--- src/rtl/timer_pkg.sv ---
package timer_pkg;

  localparam int CTRL_W   = 16;
  localparam int B_RUN    = 15;
  localparam int B_GATE   = 7;
  localparam int B_PS_HI  = 5;
  localparam int B_PS_LO  = 4;
  localparam int B_SYNC   = 2;
  localparam int B_SRC    = 1;
  localparam logic [CTRL_W-1:0] CTRL_MASK = 16'h80B6;

  typedef enum logic [1:0] {PS_1 = 2'd0, PS_8 = 2'd1, PS_64 = 2'd2, PS_256 = 2'd3} ps_sel_e;

  typedef enum logic [1:0] {
    MODE_INT       = 2'd0,
    MODE_INT_GATED = 2'd1,
    MODE_EXT_SYNC  = 2'd2,
    MODE_EXT_ASYNC = 2'd3
  } tmr_mode_e;

  function automatic int unsigned ps_ratio(ps_sel_e s);
    case (s)
      PS_1:    return 1;
      PS_8:    return 8;
      PS_64:   return 64;
      default: return 256;
    endcase
  endfunction

  function automatic tmr_mode_e mode_of(logic [CTRL_W-1:0] w);
    if (w[B_SRC])       return w[B_SYNC] ? MODE_EXT_SYNC : MODE_EXT_ASYNC;
    else if (w[B_GATE]) return MODE_INT_GATED;
    else                return MODE_INT;
  endfunction

endpackage

--- src/rtl/tmr_edge_sync.sv ---
module tmr_edge_sync #(
  parameter int SYNC_DEPTH = 2
) (
  input  logic clk,
  input  logic rst_n,
  input  logic pin,
  output logic rise_fast,
  output logic rise_safe,
  output logic level_safe,
  output logic fall_safe
);
  localparam int CHAIN = SYNC_DEPTH + 1;

  logic [CHAIN-1:0] sh;

  always_ff @(posedge clk) begin
    if (!rst_n) sh <= '0;
    else        sh <= {sh[CHAIN-2:0], pin};
  end

  assign rise_fast  = sh[0] & ~sh[1];
  assign level_safe = sh[SYNC_DEPTH-1];
  assign rise_safe  = sh[SYNC_DEPTH-1] & ~sh[SYNC_DEPTH];
  assign fall_safe  = sh[SYNC_DEPTH] & ~sh[SYNC_DEPTH-1];
endmodule

--- src/rtl/tmr_prescaler.sv ---
module tmr_prescaler
  import timer_pkg::*;
(
  input  logic    clk,
  input  logic    rst_n,
  input  logic    restart,
  input  logic    pulse,
  input  ps_sel_e sel,
  output logic    tick
);
  localparam int PS_W = $clog2(256);

  logic [PS_W-1:0] acc;
  logic [PS_W-1:0] limit;
  logic            at_limit;

  assign limit    = PS_W'(ps_ratio(sel) - 1);
  assign at_limit = (acc == limit);
  assign tick     = pulse & ~restart & at_limit;

  always_ff @(posedge clk) begin
    if (!rst_n || restart) acc <= '0;
    else if (pulse)        acc <= at_limit ? '0 : acc + 1'b1;
  end
endmodule

--- src/rtl/tmr_count_core.sv ---
module tmr_count_core #(
  parameter int W = 16
) (
  input  logic         clk,
  input  logic         rst_n,
  input  logic         load,
  input  logic [W-1:0] load_val,
  input  logic         tick,
  input  logic [W-1:0] period,
  input  logic         gate_fall,
  input  logic         flag_clr,
  output logic [W-1:0] count,
  output logic         flag
);
  logic hit;
  logic set_flag;

  assign hit      = tick & ~load & (count == period);
  assign set_flag = hit | gate_fall;

  always_ff @(posedge clk) begin
    if (!rst_n)    count <= '0;
    else if (load) count <= load_val;
    else if (tick) count <= (count == period) ? '0 : count + 1'b1;
  end

  always_ff @(posedge clk) begin
    if (!rst_n)        flag <= 1'b0;
    else if (set_flag) flag <= 1'b1;
    else if (flag_clr) flag <= 1'b0;
  end
endmodule

--- src/rtl/period_timer.sv ---
module period_timer
  import timer_pkg::*;
#(
  parameter int W = 16,
  parameter int SYNC_DEPTH = 2
) (
  input  logic              clk,
  input  logic              rst_n,
  input  logic              cfg_we,
  input  logic [CTRL_W-1:0] cfg_wdata,
  input  logic              per_we,
  input  logic [W-1:0]      per_wdata,
  input  logic              cnt_we,
  input  logic [W-1:0]      cnt_wdata,
  input  logic              flag_clr,
  input  logic              ext_pin,
  output logic [CTRL_W-1:0] cfg_q,
  output logic [W-1:0]      period_q,
  output logic [W-1:0]      count_q,
  output logic              event_flag
);
  logic [CTRL_W-1:0] ctrl;
  logic [W-1:0]      per_r;
  tmr_mode_e         mode;
  logic              run;
  logic              rise_fast, rise_safe, level_safe, fall_safe;
  logic              src_pulse, tick_w, gate_fall_evt;

  always_ff @(posedge clk) begin
    if (!rst_n)      ctrl <= '0;
    else if (cfg_we) ctrl <= cfg_wdata & CTRL_MASK;
  end

  always_ff @(posedge clk) begin
    if (!rst_n)      per_r <= '1;
    else if (per_we) per_r <= per_wdata;
  end

  assign mode = mode_of(ctrl);
  assign run  = ctrl[B_RUN];

  tmr_edge_sync #(.SYNC_DEPTH(SYNC_DEPTH)) u_sync (
    .clk(clk), .rst_n(rst_n), .pin(ext_pin),
    .rise_fast(rise_fast), .rise_safe(rise_safe),
    .level_safe(level_safe), .fall_safe(fall_safe)
  );

  always_comb begin
    src_pulse = 1'b0;
    if (run) begin
      case (mode)
        MODE_INT:       src_pulse = 1'b1;
        MODE_INT_GATED: src_pulse = level_safe;
        MODE_EXT_SYNC:  src_pulse = rise_safe;
        default:        src_pulse = rise_fast;
      endcase
    end
  end

  assign gate_fall_evt = run & (mode == MODE_INT_GATED) & fall_safe;

  tmr_prescaler u_ps (
    .clk(clk), .rst_n(rst_n), .restart(cfg_we | cnt_we),
    .pulse(src_pulse), .sel(ps_sel_e'(ctrl[B_PS_HI:B_PS_LO])), .tick(tick_w)
  );

  tmr_count_core #(.W(W)) u_core (
    .clk(clk), .rst_n(rst_n), .load(cnt_we), .load_val(cnt_wdata),
    .tick(tick_w), .period(per_r), .gate_fall(gate_fall_evt),
    .flag_clr(flag_clr), .count(count_q), .flag(event_flag)
  );

  assign cfg_q    = ctrl;
  assign period_q = per_r;
endmodule

--- config.mk ---
export PLATFORM = sky130hd
export DESIGN_NAME = period_timer
export DESIGN_NICKNAME = d
export VERILOG_FILES = /design/src/rtl/timer_pkg.sv /design/src/rtl/tmr_edge_sync.sv /design/src/rtl/tmr_prescaler.sv /design/src/rtl/tmr_count_core.sv /design/src/rtl/period_timer.sv
export SDC_FILE = /design/constraint.sdc
export NUM_CORES = 1
export LEC_CHECK = 0
export BUFFER_PORTS_ARGS = -buffer_cell sky130_fd_sc_hd__buf_2
export CAP_MARGIN = 30
export CORE_ASPECT_RATIO = 1.1
export CORE_UTILIZATION = 40
export DETAILED_ROUTE_END_ITERATION = 8
export GPL_ROUTABILITY_DRIVEN = 0
export MAX_ROUTING_LAYER = met4
export PLACE_DENSITY = 0.67
export SLEW_MARGIN = 25
export SYNTH_ARGS = -nofsm -noshare
export SYNTH_HDL_FRONTEND = slang
export SYNTH_SLANG_ARGS = --single-unit
--- constraint.sdc ---
create_clock -name clk -period 2.8 [get_ports clk]
set_input_delay 0.7 -clock clk [delete_from_list [all_inputs] [get_ports clk]]
set_output_delay 0.7 -clock clk [all_outputs]
set_load 0.02 [all_outputs]
==> results.md <==
* EDFF count, synth at 0
* Iteration-0 DRC Markers at around 120
* Total power at between 1.5 and 2 mW
* CTS clk-pin slew, worst paths at 0.09 ns
* Die ar. at 7450 um^2
* Area Growth Syn to Fin at 17.3%
* Fill cells at ~660
* Drt wl/cell at between 10 and 15 um
* Layout net count at approximately 460
* DR vias/cell at 5.38
* Met1 GRT Util at between 20% and 30%
* Worst Setup Start Kind: register
* Sequential power share at ~50%
* I/O Buffers at 83
* Worst hold path type: register to register
* Cell class contributing the biggest share of worst-path delay: simple AND/OR/NAND/NOR gates
* Reg2reg setup slack at 0.57 ns
* Dpl hpwl at just over 5 mm
* Crit end category: register
* Pint at 1.13 mW
* FMAX at between 400 and 500 MHz
* Synth Flop Type: dfxtp_1
* Total gr overflow at 0
* R2R Path Start: cfg_q[4]$_SDFFE_PN0P_
* CTS tree: built
* Die W at between 80 and 90 um
* Clock Power Share at between 30% and 40%
* Syn Inst Count at 329
* # IOs at between 100 and 150
* Pin count of the biggest net entering global routing at 27
* HP Start: u_sync.sh[0]$_SDFF_PN0_
* Final wirelength at slightly above 7 mm
* Total GRT Usage at roughly a fifth
* Final hold vios at 0
* Least-Margin Pin Slew at roughly 0.56 ns
* Met2 usage in global routing at a little under a third
* Tmin final at 2.23 ns
* Post-route ant nets at 0
* Cts hold-fix bufs at 0
* Post-CTS Setup Bufs at 0
* Starting density of the core at a little over two fifths
* DRC viols at 0
* Tcrit/Tclk final at between 70% and 80%
* Worst path cell trace: or2b_1 > ha_1 > or3_4 > a21oi_4 > nand4_1 > a31oi_1 > a21boi_0
* Clk_skew at about 0.0056 ns
* Most common library cell in the layout ignoring fill and taps: buf_2
* Antenna violations before repair at 0
* Buffer depth of the longest clock path at 2
* Clock latency on the worst-skew pair at around 0.30 ns
* Worst hold endpoint: u_sync.sh[1]$_SDFF_PN0_
* Net Sw Frac at 28.8%
* Chip height at about 90 um
* Async set-or-reset flop fraction in the synthesized netlist at 0%
* Core ar. at about 6700 um^2
* Cell Pwr Density at 477 nW/um^2
* GRT met3 Usage at 3.64%
* RR Endpoint: u_core.count[1]$_SDFFE_PN0P_
* Buf/Inv on CP at 0
* Netlist cell types at 53
* Lkg Pwr at 1.38 nW
* Post-cts gate resize count at 0
* Max cap viols at 0
* Relative slew margins at around 62%
* Post-Syn Area at between 2000 and 3000 um^2
* Crit path arrival time at between 2 and 2.5 ns
* Row cnt at 31
* Vias in the first global route at between 2000 and 2500
* Busiest grt layer: met2
* # diodes at 0
* Comb pwr share at roughly 18%
* Slowest stage delay, CP at around 0.42 ns
* CP required at 2.99 ns
* Worst Hold Depth at 1
* TritonCTS buffer count at 5
* Setup violators final at 0
* P_sw at approximately 460 uW
* Peak supply drop at about 0.19 mV
* Drt first pass iters at 4
* Kind of critical path: register to register
* Sequential area share after synthesis at between 30% and 40%
* First-pass GRT wire length at 10.9 mm
* Total clock sinks at 50
* Crit path max fanout at 7
* Synth warn at 0
* Slowest CP cell: dfxtp_1
* Slew Viols, Final at 0
* Synthesized area per cell at approximately 8.6 um^2
* Vias post-DR at around 2600
* RSZ-0062 raised after global routing: no
* H-tree levels at 2
* R2R cell count at 7
* Yosys reg bits at 50
* Share of cells above drive strength 1 at ~27%
* Setup total negative slack at 0 ns
* Most frequent cells in the layout: buf_2, dfxtp_1, nand2_1
* Root buf cell: clkbuf_8
* Status: finished clean
==> Yosys cell counts, types with 2 or more instances <==
cell type  count  area share [%]
nand2_1       31             4.1
o31ai_1        3            0.79
nand4_1       12             2.6
ha_1           3             1.3
a211oi_1       6             1.6
a31oi_1        3            0.66
xor2_1        22             6.8
nor4_1         7             1.5
o21a_1         3            0.79
o21ai_0        9             1.6
mux2i_1       21             7.4
buf_4         12             3.2
and2_1         7             1.5
a21boi_0       2            0.53
buf_2         11             1.9
a22oi_1        2            0.53
o22ai_1        2            0.44
xnor2_1        3            0.92
nor3_1         7             1.2
o211ai_1       2            0.53
or2_2          2            0.44
and3_1         4            0.88
o21ai_1        9             1.6
a32oi_1        6             1.8
nor2_1        14             1.8
or2b_1         2            0.53
nor2b_1        7             1.5
nand4_2        2            0.88
dfxtp_1       50              35
and4_1         3            0.92
inv_1          9             1.2
a211oi_2       2            0.88
a21oi_1       12             2.1
clkbuf_1       6            0.79
nand3_1       15             2.6
==> state kept, by name (all words and copies together) (netlist names) <==
name,flops
u_sync.sh,3
cfg_q,6
u_ps.acc,8
u_core.count,16
period_q,16
u_core.flag,1
==> cell families (layout without fill, tap and decap cells) <==
group / Yosys count / after routing / synth area share, %
DFF: 50 / 50 / 35.2
xor gates and xnor gates: 25 / 25 / 7.70
adders and majority gates: 3 / 3 / 1.32
AOI/OAI and AO/OA: 66 / 66 / 15.8
other: 1 / 10 / 0.132
and+or+nand+nor: 121 / 121 / 23.5
buffers and inverters: 41 / 105 / 8.36
muxes: 22 / 22 / 7.92
==> power by group through the flow <==
stage	combinational, mW	sequential [mW]	clock, mW
global route	0.306	0.807	0.558
CTS	0.283	0.800	0.518
detailed placement	0.282	0.816	0
global placement	0.278	0.814	0
floorplan	0.173	0.838	0
finish	0.281	0.801	0.509
==> worst max-delay path by stage <==
| stage | cells after the start | slack, ns | to | startpoint |
|---|---|---|---|---|
| 3_3_place_gp | 6 | 0.60 | u_core.count[11]$_SDFFE_PN0P_ | cfg_we |
| 4_1_cts | 7 | 0.60 | u_ps.acc[3]$_SDFFE_PP0N_ | cfg_q[4]$_SDFFE_PN0P_ |
| 2_1_floorplan | 9 | 0.70 | u_core.count[0]$_SDFFE_PN0P_ | cfg_q[4]$_SDFFE_PN0P_ |
| 5_1_grt | 7 | 0.42 | u_ps.acc[5]$_SDFFE_PP0N_ | cfg_q[4]$_SDFFE_PN0P_ |
| 6_report | 7 | 0.57 | u_core.count[1]$_SDFFE_PN0P_ | cfg_q[4]$_SDFFE_PN0P_ |
| 3_5_place_dp | 6 | 0.55 | u_core.count[1]$_SDFFE_PN0P_ | cfg_we |
==> per-stage QoR <==
| step | hold WS [ns] | util, % | cell area, um^2 | std cells | setup WS (ns) |
|---|---|---|---|---|---|
| floorplan | 0.430 | - | 2880 | 338 | 0.700 |
| global placement | 0.444 | 48.1 | 3230 | 476 | 0.596 |
| detailed placement | 0.451 | 48.1 | 3230 | 476 | 0.554 |
| CTS | 0.478 | 49.7 | 3330 | 484 | 0.597 |
| global route | 0.493 | 49.7 | 3330 | 484 | 0.419 |
| finish | 0.472 | 49.7 | 3330 | 484 | 0.574 |
==> final cells by class <==
type                       instances  area, um^2  share of cell area (%)
tap                               82         103                    3.08
sequential                        50        1000                    30.0
clock inverter                     1        30.0                   0.901
inverter                           9        33.8                    1.01
clock buffer                       7        76.3                    2.29
multi-input combinational        247        1640                    49.1
timing repair buffer              88         453                    13.6
==> per-layer routing <==
layer / vias up / wire length [um] / share of wire (%)
li1: 1295 / - / -
met1: 1197 / 3050 / 43
met2: 101 / 3420 / 49
met3: 9 / 457 / 6.5
met4: 0 / 106 / 1.5
met5: - / 0 / 0
Power figures use the tool's default switching activity.
